`src/rtl/tcam_pkg.sv`:
```
package tcam_pkg;
  localparam int unsigned WORD_W  = 15;
  localparam int unsigned WILD_N  = 3;
  localparam int unsigned PHASE_C = 3;
endpackage

```
`src/rtl/tcam_load_seq.sv`:
```
module tcam_load_seq #(
  parameter int unsigned W  = 15,
  parameter int unsigned WN = 3,
  parameter int unsigned PC = 3
) (
  input  logic          clk_i,
  input  logic          rst_ni,
  input  logic          run_i,
  input  logic          we_i,
  input  logic          sel_i,
  input  logic [W-1:0]  data_i,
  output logic [W-1:0]  pat_o,
  output logic [WN-1:0] mask_o
);
  localparam int unsigned CW = (PC > 2) ? $clog2(PC) : 1;
  localparam logic [CW-1:0] LAST = CW'(PC - 2);

  logic          busy_q, sel_q;
  logic [CW-1:0] cnt_q;
  logic [W-1:0]  data_q, pat_q;
  logic [WN-1:0] mask_q;
  logic          start, commit;

  assign start  = we_i && !run_i && !busy_q;
  assign commit = busy_q && (cnt_q == LAST);

  always_ff @(posedge clk_i or negedge rst_ni) begin
    if (!rst_ni) begin
      busy_q <= 1'b0;
      sel_q  <= 1'b0;
      cnt_q  <= '0;
      data_q <= '0;
    end else if (start) begin
      busy_q <= 1'b1;
      sel_q  <= sel_i;
      cnt_q  <= '0;
      data_q <= data_i;
    end else if (busy_q) begin
      cnt_q <= cnt_q + 1'b1;
      if (commit) busy_q <= 1'b0;
    end
  end

  always_ff @(posedge clk_i or negedge rst_ni) begin
    if (!rst_ni) begin
      pat_q  <= '0;
      mask_q <= '0;
    end else if (commit) begin
      if (sel_q) mask_q <= data_q[WN-1:0];
      else       pat_q  <= data_q;
    end
  end

  assign pat_o  = pat_q;
  assign mask_o = mask_q;


  busy_hold_chk: assert property (@(posedge clk_i) disable iff (!rst_ni)
    busy_q |=> $stable(data_q) && $stable(sel_q));

  cnt_bound_chk: assert property (@(posedge clk_i) disable iff (!rst_ni)
    busy_q |-> cnt_q <= LAST);

  pat_write_chk: assert property (@(posedge clk_i) disable iff (!rst_ni)
    !busy_q |=> $stable(pat_q) && $stable(mask_q));
endmodule

```
`src/rtl/tcam_cmp.sv`:
```
module tcam_cmp #(
  parameter int unsigned W  = 15,
  parameter int unsigned WN = 3
) (
  input  logic [W-1:0]  pat_i,
  input  logic [WN-1:0] mask_i,
  input  logic [W-1:0]  srch_i,
  output logic          hit_o
);
  localparam int unsigned WLSB = W - WN;
  logic [W-1:0] ok;

  for (genvar i = 0; i < W; i++) begin : g_bit
    if (i >= WLSB) begin : g_wild
      assign ok[i] = mask_i[i-WLSB] | ~(pat_i[i] ^ srch_i[i]);
    end else begin : g_exact
      assign ok[i] = ~(pat_i[i] ^ srch_i[i]);
    end
  end

  assign hit_o = &ok;


  exact_miss_chk: assert final (!(hit_o && (pat_i[WLSB-1:0] != srch_i[WLSB-1:0])));
endmodule

```
`src/rtl/tcam_sticky.sv`:
```
module tcam_sticky (
  input  logic clk_i,
  input  logic rst_ni,
  input  logic run_i,
  input  logic hit_i,
  input  logic rearm_i,
  output logic flag_o
);
  logic flag_q;

  always_ff @(posedge clk_i or negedge rst_ni) begin
    if (!rst_ni)               flag_q <= 1'b0;
    else if (rearm_i)          flag_q <= 1'b0;
    else if (run_i && hit_i)   flag_q <= 1'b1;
  end

  assign flag_o = flag_q;


  rearm_clr_chk: assert property (@(posedge clk_i) disable iff (!rst_ni)
    rearm_i |=> !flag_q);

  sticky_hold_chk: assert property (@(posedge clk_i) disable iff (!rst_ni)
    flag_q && !rearm_i |=> flag_q);

  load_quiet_chk: assert property (@(posedge clk_i) disable iff (!rst_ni)
    !run_i && !flag_q |=> !flag_q);

  hit_set_chk: assert property (@(posedge clk_i) disable iff (!rst_ni)
    run_i && hit_i && !rearm_i |=> flag_q);
endmodule

```
`src/rtl/tcam_word.sv`:
```
module tcam_word
  import tcam_pkg::*;
#(
  parameter int unsigned W  = WORD_W,
  parameter int unsigned WN = WILD_N,
  parameter int unsigned PC = PHASE_C
) (
  input  logic         clk_i,
  input  logic         rst_ni,
  input  logic         run_i,
  input  logic         ld_we_i,
  input  logic         ld_sel_i,
  input  logic [W-1:0] ld_data_i,
  input  logic [W-1:0] srch_i,
  input  logic         rearm_i,
  output logic         hit_o
);
  logic [W-1:0]  pat;
  logic [WN-1:0] mask;
  logic          cmp_hit;

  tcam_load_seq #(.W(W), .WN(WN), .PC(PC)) u_load (
    .clk_i (clk_i), .rst_ni (rst_ni), .run_i (run_i), .we_i (ld_we_i),
    .sel_i (ld_sel_i), .data_i (ld_data_i), .pat_o (pat), .mask_o (mask)
  );

  tcam_cmp #(.W(W), .WN(WN)) u_cmp (
    .pat_i (pat), .mask_i (mask), .srch_i (srch_i), .hit_o (cmp_hit)
  );

  tcam_sticky u_flag (
    .clk_i (clk_i), .rst_ni (rst_ni), .run_i (run_i), .hit_i (cmp_hit),
    .rearm_i (rearm_i), .flag_o (hit_o)
  );


  run_no_load_chk: assert property (@(posedge clk_i) disable iff (!rst_ni)
    run_i && $past(run_i) && $past(run_i, 2) && $past(run_i, 3)
      |-> $stable(pat) && $stable(mask));
endmodule

```
`config.mk`:
```
export PLATFORM = sky130hd
export DESIGN_NAME = tcam_word
export DESIGN_NICKNAME = d
export VERILOG_FILES = /design/src/rtl/tcam_pkg.sv /design/src/rtl/tcam_load_seq.sv /design/src/rtl/tcam_cmp.sv /design/src/rtl/tcam_sticky.sv /design/src/rtl/tcam_word.sv
export SDC_FILE = /design/constraint.sdc
export NUM_CORES = 1
export LEC_CHECK = 0
export BUFFER_PORTS_ARGS = -buffer_cell sky130_fd_sc_hd__buf_2
export CAP_MARGIN = 20
export CORE_UTILIZATION = 25
export CTS_BUF_LIST = sky130_fd_sc_hd__clkbuf_2
export DETAILED_ROUTE_END_ITERATION = 8
export SLEW_MARGIN = 0
export SYNTH_ARGS = -nofsm -noshare
export SYNTH_HDL_FRONTEND = slang
export SYNTH_HIERARCHICAL = 1
export SYNTH_SLANG_ARGS = --single-unit
```
`constraint.sdc`:
```
create_clock -name clk_i -period 3.15 [get_ports clk_i]
set_input_delay 0.315 -clock clk_i [delete_from_list [all_inputs] [get_ports clk_i]]
set_output_delay 0.315 -clock clk_i [all_outputs]
set_load 0.01 [all_outputs]
```
# --- Yosys cells after proc, flatten, opt, wreduce, memory -nomap -nowiden ---
# Cells that the tools add are included.
word_totals:
  regBits: 38
  input_bits: 36
  output_inout_bits: 1
op_classes:
  add_sub_neg: 1
  n_eq_ne: 1
  n_mux: 7
  n_bitwise: 34
  reduce_logical: 11
ops:
  columns: ["cell", "n"]
  rows:
  - ["$not A1 Y1", 16]
  - ["$reduce_and A15 Y1", 1]
  - ["$xor A1 B1 Y1", 15]
  - ["$mux W1", 5]
  - ["$logic_and A1 B1 Y1", 4]
  - ["$mux W2", 2]
  - ["$reduce_and A2 Y1", 2]
  - ["$reduce_bool A2 Y1", 2]
  - ["$or A1 B1 Y1", 3]
  - ["$add A2 B1 Y2 const B", 1]
  - ["$eq A2 B1 Y1 const B", 1]
  - ["$logic_not A1 Y1", 2]

# --- Logic depth before layout (Yosys ltp) ---
# Gate-level depths: netlist (run 1).
depth:
  ltp_word: 7
  depth_mapped: 5

# --- Modules after synthesis ---
# Netlist (run 1), hierarchy kept.
modules_own_cells:
  columns: ["module", "instances", "cells_per_inst", "area_per_inst_um2", "seq_area_each_um2"]
  rows:
  - ["tcam_load_seq", 1, 87, 1438.9, 925.9]
  - ["tcam_cmp", 1, 23, 180.2, 0.0]
  - ["tcam_sticky", 1, 3, 33.8, 25.0]

# --- Worst setup path before layout (run 1) ---
# No wires, ideal clock.
synth_timing:
  path_type: "reg2reg"
  from: "register u_load.busy_q"
  to: "register u_load.data_q[10]"
  arrival_ps: 1341
  path_slack_ps: 1684
  stages_incl_launch_ff: 5
  n_path_buf: 2
  synth_period_minus_slack_ps: 1466
  path_cell_list: "dfrtp_1 -> buf_6 -> nor3b_4 -> buf_6 -> mux2_2"
synth_between:
  elab_chain_len: 2
synth_lines:
  columns: ["item", "line", "text"]
  rows:
  - ["start: declaration", "tcam_load_seq.sv:18", "logic busy_q, sel_q;"]
  - ["start signal: assignment", "tcam_load_seq.sv:29", "busy_q <= 1'b0;"]
  - ["start signal: assignment", "tcam_load_seq.sv:34", "busy_q <= 1'b1;"]
  - ["start signal: assignment", "tcam_load_seq.sv:40", "if (commit) busy_q <= 1'b0;"]
  - ["$logic_not A1 Y1", "tcam_load_seq.sv:24", "assign start = we_i && !run_i && !busy_q;"]
  - ["$logic_and A1 B1 Y1", "tcam_load_seq.sv:24", null]
  - ["end signal: assignment", "tcam_load_seq.sv:37", "data_q <= data_i;"]
  - ["end: declaration", "tcam_load_seq.sv:20", "logic [W-1:0] data_q, pat_q;"]
# Every way passes these cells.
# A chain may end at the register's enable or synchronous reset.

# --- Final worst setup path (run 1) ---
layout_timing:
  from: "register u_load.busy_q"
  to: "register u_load.data_q[14]"
# The elaborated chain is that of the path after synthesis.

==> results of run 1 <==
[flip-flops by register name (all words and copies together) (netlist names)]
name / count
u_load/mask_o: 3
u_flag/flag_o: 1
u_load/busy_q: 1
u_load/cnt_q: 2
u_load/sel_q: 1
u_load/data_q: 15
u_load/pat_o: 15
[metal layers]
metal / wire, µm / share of wire [%]
met5: 0 / 0
met4: 51 / 1.8
met3: 123 / 4.4
met2: 1280 / 46
met1: 1320 / 47
[power breakdown]
| group | internal, W | switching [W] |
|---|---|---|
| Sequential | 0.000725 | 0.000145 |
| Clock | 0.0000579 | 0.000141 |
| Combinational | 0.000303 | 0.000166 |
[worst max-delay path, stage by stage, from the launching register on]
cell and delay, ns:
dfrtp_1 0.51, nor3b_4 0.77, mux2_2 0.41
[cells by family (layout without fill, tap and decap cells)]
group / count (synthesis) / count (layout) / share of synthesized area [%]
buffers and inverters: 8 / 48 / 2.80
adders and majority gates: 1 / 1 / 0.757
muxes: 34 / 34 / 23.2
and+or+nand+nor: 12 / 12 / 5.68
DFF: 38 / 38 / 57.5
AOI/OAI and AO/OA: 5 / 5 / 2.12
xor gates and xnor gates: 15 / 15 / 7.95
[layout make-up]
type / count / area, µm² / share of cell area (%)
timing repair buffer: 36 / 180 / 9.30
multi-input combinational: 67 / 656 / 33.9
sequential: 38 / 951 / 49.1
clock buffer: 7 / 35.0 / 1.81
inverter: 5 / 18.8 / 0.969
tap: 77 / 96.3 / 4.97
[worst min-delay path by stage]
| stage | slack, ns | to |
|---|---|---|
| global route | 0.05 | u_load/data_q[5] |
| detailed placement | 0.47 | u_load/data_q[4] |
| global placement | 0.47 | u_load/data_q[4] |
| finish | 0.02 | u_load/pat_o[8] |
| CTS | 0.03 | u_load/pat_o[8] |
| floorplan | 0.02 | u_flag/flag_o |
[layout by cell type, fill, tap and decap left out]
cell type | synthesis | layout
ha_1 | 1 | 1
clkbuf_2 | 0 | 7
o21ai_0 | 1 | 1
dfrtp_1 | 38 | 38
a222oi_1 | 1 | 1
a21oi_1 | 1 | 1
and4_1 | 1 | 1
a21o_1 | 1 | 1
mux2_2 | 34 | 34
buf_2 | 1 | 36
nand3_1 | 1 | 1
nor3b_4 | 1 | 1
inv_1 | 5 | 5
nor2_1 | 1 | 1
o31ai_1 | 1 | 1
nand3b_2 | 1 | 1
xor2_1 | 15 | 15
nor2b_1 | 1 | 1
or2b_1 | 2 | 2
nor4_1 | 3 | 3
nand2b_1 | 1 | 1
[through the flow]
stage / cells / power (W) / area [µm²] / setup slack, ns
floorplan: 113 / 0.00126 / 1650 / 1.68
global placement: 223 / 0.00135 / 1900 / 1.38
detailed placement: 223 / 0.00137 / 1900 / 1.34
CTS: 230 / 0.00157 / 1940 / 1.33
global route: 230 / 0.00165 / 1940 / 1.28
finish: 230 / 0.00154 / 1940 / 1.36
==> parameters.txt, run 1 <==
Parameter                              Value

STA
  Final period util    56.9%
  Worst max-slew margin expressed relative to the limit    41.3%
  Worst Tran Pin Value    0.879 ns
  Max-slew violation count    0
  Final-report hold violation count    0
  Setup Skew    0.0110 ns
  Setup repair after global routing missed its margin    false
  Period minus WS final    1.79 ns
  Post-route worst hold slack    0.0229 ns
  Total negative setup slack    0 ns
  Fmax achieved    0.558 GHz
  Final setup violation count    0

Pwr
  Leak Pwr    0.910 nW
  Pwr Density    794 nW/µm²
  Peak supply drop    0.375 mV

Global routing
  Busiest layer in global routing    met2
  Met1 usage in global routing    10.9%
  Via count of the first global-routing pass    971
  Wire length of the first global-routing pass    4.57 mm
  Global-route met3 utilization    2.39%
  Antenna violations before repair    0
  Remaining Overflow, GRT    0
  Largest net degree at the start of global routing    39
  Total global routing track utilization    8.48%
  M2 GR Usage    13.0%

Finish
  Fillcell total    652
  Final nets    190
  Synth-to-Final Area Change    17.2%
  Finished Core Util    30.5%
  Ratio of cells with drive above 1 in the final layout    51.6%
  Ant diodes    0

Critical path
  Worst setup path class    flip-flop to flip-flop
  Launch point of the worst path    u_load/busy_q
  Worst setup endpoint    u_load/data_q[14]
  Worst setup slack for register-to-register paths    1.36 ns
  Reg-to-Reg Start    u_load/busy_q
  Maximum fanout count along the critical path    17
  Worst endpoint data arrival time    2.06 ns
  Path depth of the worst reg2reg path    2
  Sort of element at the end of the critical path    flip-flop
  Type of origin of the critical path    flip-flop
  Data required time of the worst path    3.42 ns
  Endpoint of the worst-slack reg-to-reg timing path    u_load/data_q[14]

Synthesis
  Predominant post-synthesis flop cell    dfrtp_1
  Yosys warning total    6
  Ys async rst share    100%
  Number of distinct library cell variants in the gate-level netlist after synthesis    21
  Number of flops mapped to enable cells by yosys    0
  Dominant cell by count in the synthesized netlist    dfrtp_1
  Cell type with the largest total area after synthesis    dfrtp_1
  Post-synth design cell area    1650 µm²
  Flip-flop and latch count after synthesis    38
  Share of the synthesized area in the top cell type    57.5%
  Synthesized netlist cell count    113
  Area contributors post-synth    dfrtp_1 (58%), mux2_2 (23%), xor2_1 (7.9%), buf_6 (1.4%), inv_1 (1.1%)
  Post-Syn Nets    150
  Commonest cells in the synthesized netlist    dfrtp_1 (38), mux2_2 (34), xor2_1 (15)
  Sequential fraction of the synthesis area    57.5%
  Synth Area per Inst    14.6 µm²

Die
  Core outline area    6350 µm²
  Starting density of the core    26.0%
  Count of boundary I/O pins    37
  Height of the die    83.3 µm
  Width of the chip    83.3 µm
  Standard-cell rows    29
  Floorplan die area    6940 µm²

Worst hold path
  Worst hold-check path type    primary input to asynchronous set/reset pin

Clock tree
  Inserted Clock Buffers    5
  H-tree levels    2
  TritonCTS Sinks    38
  CTS tree    done
  CTS resizes    0
  Clk slew on worst S/H paths    0.17 ns
  CTS Hold Buffers Added    0
  # Post-CTS Setup Buffers    0
  CTS Buffer Depth    2
  Source-to-sink clock delay at the later pin of the worst-skew pair    0.36 ns
  Library cell used as clock root buffer    clkbuf_2

Detailed routing
  Post-DR wirelength/cell    12.1 µm
  Routed Antenna Nets    0
  Via-per-instance ratio    4.26
  Iter 0 DRT Violations    27
  Final routed DRC violation total    0
  DR vias    979
  DRT Pass-1 Iters    4
  Total wirelength of the detailed-routed design    2.77 mm

Placement
  Sum of net half-perimeters after detailed placement    2.05 mm
  Placer Congestion    0.664
  Count of port buffers added during placement    36

Flow run
  # Max-Cap Violations    0

Run status
  Result of the run    complete, no violations
Note: power is estimated with default switching activity, not from simulation.
==> run 2: changes to the inputs <==
==> constraint.sdc (replaced) <==
create_clock -name clk_i -period 1.7 [get_ports clk_i]
set_input_delay 0.17 -clock clk_i [delete_from_list [all_inputs] [get_ports clk_i]]
set_output_delay 0.17 -clock clk_i [all_outputs]
set_load 0.01 [all_outputs]
==> run 2 against run 1 <==
Compared with the run above:
- first-iteration DRC count up 33%
- clock-buffer cell count fell by 1
- non-clock buffer count is 20 higher
==> parameters.txt, run 2 (synthesis results as in run 1) <==
Parameter                              Value

Clock tree
  Source-to-sink clock delay at the later pin of the worst-skew pair    0.37 ns
  TritonCTS Sinks    38
  CTS tree    done
  Library cell used as clock root buffer    clkbuf_2
  CTS Buffer Depth    2
  # Post-CTS Setup Buffers    0
  Inserted Clock Buffers    5
  Clk slew on worst S/H paths    0.18 ns
  H-tree levels    2

Worst hold path
  Number of cells traversed by the worst hold path    2
  Worst hold-check path type    primary input to flip-flop
  Origin of the worst min-delay path    ld_data_i[7]
  Hold Path End    u_load/data_q[7]

Placement
  Placer Congestion    0.661
  # placed instances    227
  Sum of net half-perimeters after detailed placement    2.18 mm
  Area post-placement    1940 µm²
  Count of port buffers added during placement    36

Detailed routing
  Total wirelength of the detailed-routed design    3.10 mm
  Routed Antenna Nets    0
  DR vias    1048
  DRT Pass-1 Iters    4
  Iter 0 DRT Violations    36
  Via-per-instance ratio    4.18
  Post-DR wirelength/cell    12.3 µm
  Final routed DRC violation total    0

STA
  Total negative setup slack    0 ns
  Setup Skew    0.0157 ns
  Final period util    83.3%
  Final-report hold violation count    0
  Setup repair after global routing missed its margin    false
  Final setup violation count    0
  Worst Tran Pin Value    0.476 ns
  Period minus WS final    1.42 ns
  Max-slew violation count    0
  Fmax achieved    0.707 GHz
  Worst max-slew margin expressed relative to the limit    68.3%

Critical path
  Top delay family on crit path    flip-flops
  Longest individual stage delay on the worst path    0.52 ns
  Path depth of the worst reg2reg path    3
  Worst setup path class    flip-flop to flip-flop
  Maximum fanout count along the critical path    17
  Data required time of the worst path    1.97 ns
  Sort of element at the end of the critical path    flip-flop
  Number of logic stages on the critical path including buffering    3
  Ordered cell list for the critical path    nor3b_4, buf_12, mux2_2
  Worst setup slack for register-to-register paths    0.28 ns
  Endpoint of the worst-slack reg-to-reg timing path    u_load/data_q[7]
  Cell with the largest stage delay on the worst path    dfrtp_1
  Worst endpoint data arrival time    1.68 ns
  Reg-to-Reg Start    u_load/busy_q
  Buf/Inv on CP    1
  Type of origin of the critical path    flip-flop

Die
  Height of the die    83.3 µm
  Standard-cell rows    29
  Core outline area    6350 µm²
  Floorplan die area    6940 µm²
  Count of boundary I/O pins    37
  Starting density of the core    26.0%
  Width of the chip    83.3 µm

Flow run
  # Max-Cap Violations    0

Run status
  Result of the run    complete, no violations

Global routing
  Antenna violations before repair    0
  Total global routing track utilization    9.41%
  Remaining Overflow, GRT    0
  Wire length of the first global-routing pass    5.02 mm
  Via count of the first global-routing pass    1055
  Largest net degree at the start of global routing    39

Finish
  Ant diodes    0
  Most frequent cells in the layout    dfrtp_1 (38), buf_2 (36), mux2_2 (34)
  Area of all placed cells without fillers    2140 µm²
  Most common library cell in the layout ignoring fill and taps    dfrtp_1
  Synth-to-Final Area Change    29.7%
  Final nets    210
  Number of cells in the finished layout apart from fillers    251
  Finished Core Util    33.8%
  Ratio of cells with drive above 1 in the final layout    47.7%

Pwr
  Leak Pwr    1.00 nW
  Pwr Density    1370 nW/µm²
  Peak supply drop    0.609 mV
  Power, Total    0.00294 W
[run 2: changes by cell type in the layout (fill, tap and decap cells not counted)]
cell and delta:
clkinv_2 +1, clkbuf_2 -1, buf_4 +3, buf_12 +1
dlygate4sd3_1 +16, clkinv_1 +1
[run 2: worst max-delay path by stage]
stage / from / end / slack, ns
2_1_floorplan: u_load/busy_q / u_load/data_q[10] / 0.23
3_3_place_gp: u_load/busy_q / u_load/sel_q / 0.34
3_5_place_dp: u_load/pat_o[1] / u_flag/flag_o / 0.30
4_1_cts: u_load/pat_o[1] / u_flag/flag_o / 0.26
5_1_grt: u_load/cnt_q[0] / u_load/pat_o[5] / 0.23
6_report: u_load/busy_q / u_load/data_q[7] / 0.28
[run 2: cell type report]
| type | instances | area (µm²) |
|---|---|---|
| clock buffer | 6 | 30.0 |
| sequential | 38 | 951 |
| multi-input combinational | 67 | 656 |
| clock inverter | 2 | 8.76 |
| inverter | 5 | 18.8 |
| tap | 77 | 96.3 |
| fill | 629 | 4210 |
| timing repair buffer | 56 | 383 |
[run 2: power breakdown]
part	switching (W)	internal, W
logic	0.000328	0.000614
registers	0.000275	0.00134
clock network	0.000278	0.000101
[run 2: through the flow]
| stage | setup WS, ns | hold slack (ns) |
|---|---|---|
| floorplan | 0.234 | -0.126 |
| global placement | 0.336 | 0.250 |
| detailed placement | 0.301 | 0.247 |
| CTS | 0.264 | 0.000595 |
| global route | 0.226 | 0.00234 |
| finish | 0.285 | 0.0355 |
[run 2: worst reg2reg max path, stage by stage, from the launching register on]
cell and delay (ns):
dfrtp_1 0.52, nor3b_4 0.26, buf_12 0.19, mux2_2 0.35
[run 2: timing repair]
item	in CTS	in global routing
setup endpoints to repair	0	0
gates resized for setup	0	0
hold buffers	11	5
endpoints found under the hold margin	48	5
[run 2: layer usage]
metal	vias to the layer above	GRT usage, %	share of wire (%)
met2	25	15.8	50
met4	0	3.29	1.4
li1	511	-	-
met3	6	2.68	3.3
met5	-	0	0
met1	506	11.5	45
==> run 3: changes to the inputs <==
==> constraint.sdc (replaced) <==
create_clock -name clk_i -period 1.2 [get_ports clk_i]
set_input_delay 0.12 -clock clk_i [delete_from_list [all_inputs] [get_ports clk_i]]
set_output_delay 0.12 -clock clk_i [all_outputs]
set_load 0.01 [all_outputs]
==> run 3 against run 2 <==
Compared with the run above:
- the flow now finishes with violations (setup timing)
- worst hold slack better by 0.037 ns
- die area is the same
- critical path type unchanged
- first-iteration DRC count is 61% lower
- final area grew 18%
- clock-buffer cell count fell by 1
- sequential cell count is the same
==> parameters.txt, run 3 (synthesis results as in run 1) <==
Parameter                              Value

STA
  Setup repair after global routing missed its margin    true
  Final period util    119%
  Final-report hold violation count    0
  Post-route worst setup slack    -0.227 ns
  Setup Skew    0.0170 ns
  Final setup violation count    36
  Fmax achieved    0.701 GHz
  Period minus WS final    1.43 ns
  Worst max-slew margin expressed relative to the limit    74.3%
  Max-slew violation count    0
  Worst Tran Pin Value    0.386 ns

Finish
  Number of cells in the finished layout apart from fillers    264
  Most frequent cells in the layout    dfrtp_1 (38), buf_2 (36), mux2_4 (33)
  Most common library cell in the layout ignoring fill and taps    dfrtp_1
  Final nets    224
  Ratio of cells with drive above 1 in the final layout    52.4%
  Ant diodes    0
  Area of all placed cells without fillers    2520 µm²
  Synth-to-Final Area Change    52.8%

Run status
  Result of the run    complete, but fails checks
  Violated checks    setup timing

Die
  Count of boundary I/O pins    37
  Starting density of the core    26.0%
  Standard-cell rows    29
  Height of the die    83.3 µm
  Floorplan die area    6940 µm²
  Width of the chip    83.3 µm
  Core outline area    6350 µm²

Critical path
  Data required time of the worst path    1.52 ns
  Maximum fanout count along the critical path    2
  Type of origin of the critical path    flip-flop
  Worst setup path class    flip-flop to flip-flop
  Sort of element at the end of the critical path    flip-flop
  Worst endpoint data arrival time    1.75 ns
  Path depth of the worst reg2reg path    5

Global routing
  Wire length of the first global-routing pass    5.73 mm
  Total global routing track utilization    10.6%
  Antenna violations before repair    0
  Via count of the first global-routing pass    1190
  Remaining Overflow, GRT    0
  Largest net degree at the start of global routing    39

Detailed routing
  Post-DR wirelength/cell    13.8 µm
  DRT Pass-1 Iters    4
  Total wirelength of the detailed-routed design    3.64 mm
  Final routed DRC violation total    0
  DR vias    1117
  Routed Antenna Nets    0
  Iter 0 DRT Violations    14
  Via-per-instance ratio    4.23

Placement
  # placed instances    230
  Count of port buffers added during placement    36
  Area post-placement    1990 µm²
  Placer Congestion    0.706
  Sum of net half-perimeters after detailed placement    2.12 mm

Clock tree
  Library cell used as clock root buffer    clkbuf_2
  CTS Buffer Depth    2
  Source-to-sink clock delay at the later pin of the worst-skew pair    0.39 ns
  Inserted Clock Buffers    5
  Clk slew on worst S/H paths    0.16 ns
  TritonCTS Sinks    38
  CTS tree    done
  H-tree levels    2

Worst hold path
  Worst hold-check path type    primary input to flip-flop
  Number of cells traversed by the worst hold path    3

Pwr
  Pwr Density    2110 nW/µm²
  Leak Pwr    1.26 nW
  Peak supply drop    0.972 mV

Flow run
  # Max-Cap Violations    0
## run 3: changes by cell type in the layout (fill, tap and decap cells not counted), moves of 2 or more
cell           before  now
mux2_2             34    1
mux2_4              0   33
buf_4               3    8
buf_12              1    3
buf_6               0    2
clkbuf_16           0    2
dlygate4sd3_1      16   18
## run 3: routing by layer
layer / vias up / share of wire [%] / GRT usage (%) / routed length [µm]
li1: 541 / - / - / -
met1: 543 / 48 / 13.5 / 1750
met2: 27 / 47 / 17.1 / 1720
met3: 6 / 3.6 / 2.98 / 132
met4: 0 / 1.2 / 4.23 / 42
met5: - / 0 / 0 / 0
## run 3: power by group
| group | leakage, nW | internal (W) | switching (W) |
|---|---|---|---|
| Combinational | 0.769 | 0.00155 | 0.000715 |
| Sequential | 0.457 | 0.00191 | 0.000427 |
| Clock | 0.0365 | 0.000336 | 0.000400 |
## run 3: repair_timing
action                     CTS  global route
setup endpoints to repair   35            35
cloned                       1             2
setup buffers                3             3
pin swaps                    3             1
hold buffers                18             0
hold endpoints to repair    55             0
resized for setup           31            12
## run 3: final timing paths
| check | start | endpoint | slack [ns] |
|---|---|---|---|
| worst max-delay path | u_load/pat_o[12] | u_flag/flag_o | -0.23 |
| worst min-delay path | run_i | u_flag/flag_o | 0.07 |
| worst max register to register | u_load/pat_o[12] | u_flag/flag_o | -0.23 |
| worst min register to register | u_load/data_q[14] | u_load/pat_o[14] | 0.53 |
| max in group asynchronous | rst_ni | u_load/data_q[1] | 0.81 |
| min in group asynchronous | rst_ni | u_load/data_q[6] | 0.19 |
## run 3: final cells by class
class                      count  area [µm²]
multi-input combinational     67         820
clock inverter                 2        33.8
fill                         585        3820
tap                           77        96.3
sequential                    38         951
timing repair buffer          70         581
inverter                       5        18.8
clock buffer                   5        25.0
## run 3: metrics by stage
step / power, W / setup WS, ns / util [%] / setup TNS (ns) / hold slack, ns
after floorplan: 0.00331 / -0.249 / - / -4.44 / -0.176
after global placement: 0.00371 / -0.198 / 31.4 / -3.10 / 0.100
after detailed placement: 0.00377 / -0.210 / 31.4 / -3.63 / 0.101
after CTS: 0.00512 / -0.236 / 37.9 / -3.06 / 0.0440
after global routing: 0.00566 / -0.329 / 39.8 / -5.21 / 0.0764
final: 0.00533 / -0.227 / 39.8 / -3.88 / 0.0726
## run 3: worst max-delay path, cell delays in order, from the launching register on
cell and delay (ns):
dfrtp_1 0.42, xor2_1 0.15, a222oi_1 0.40, and4_1 0.25
a21oi_1 0.07, nor2_1 0.09
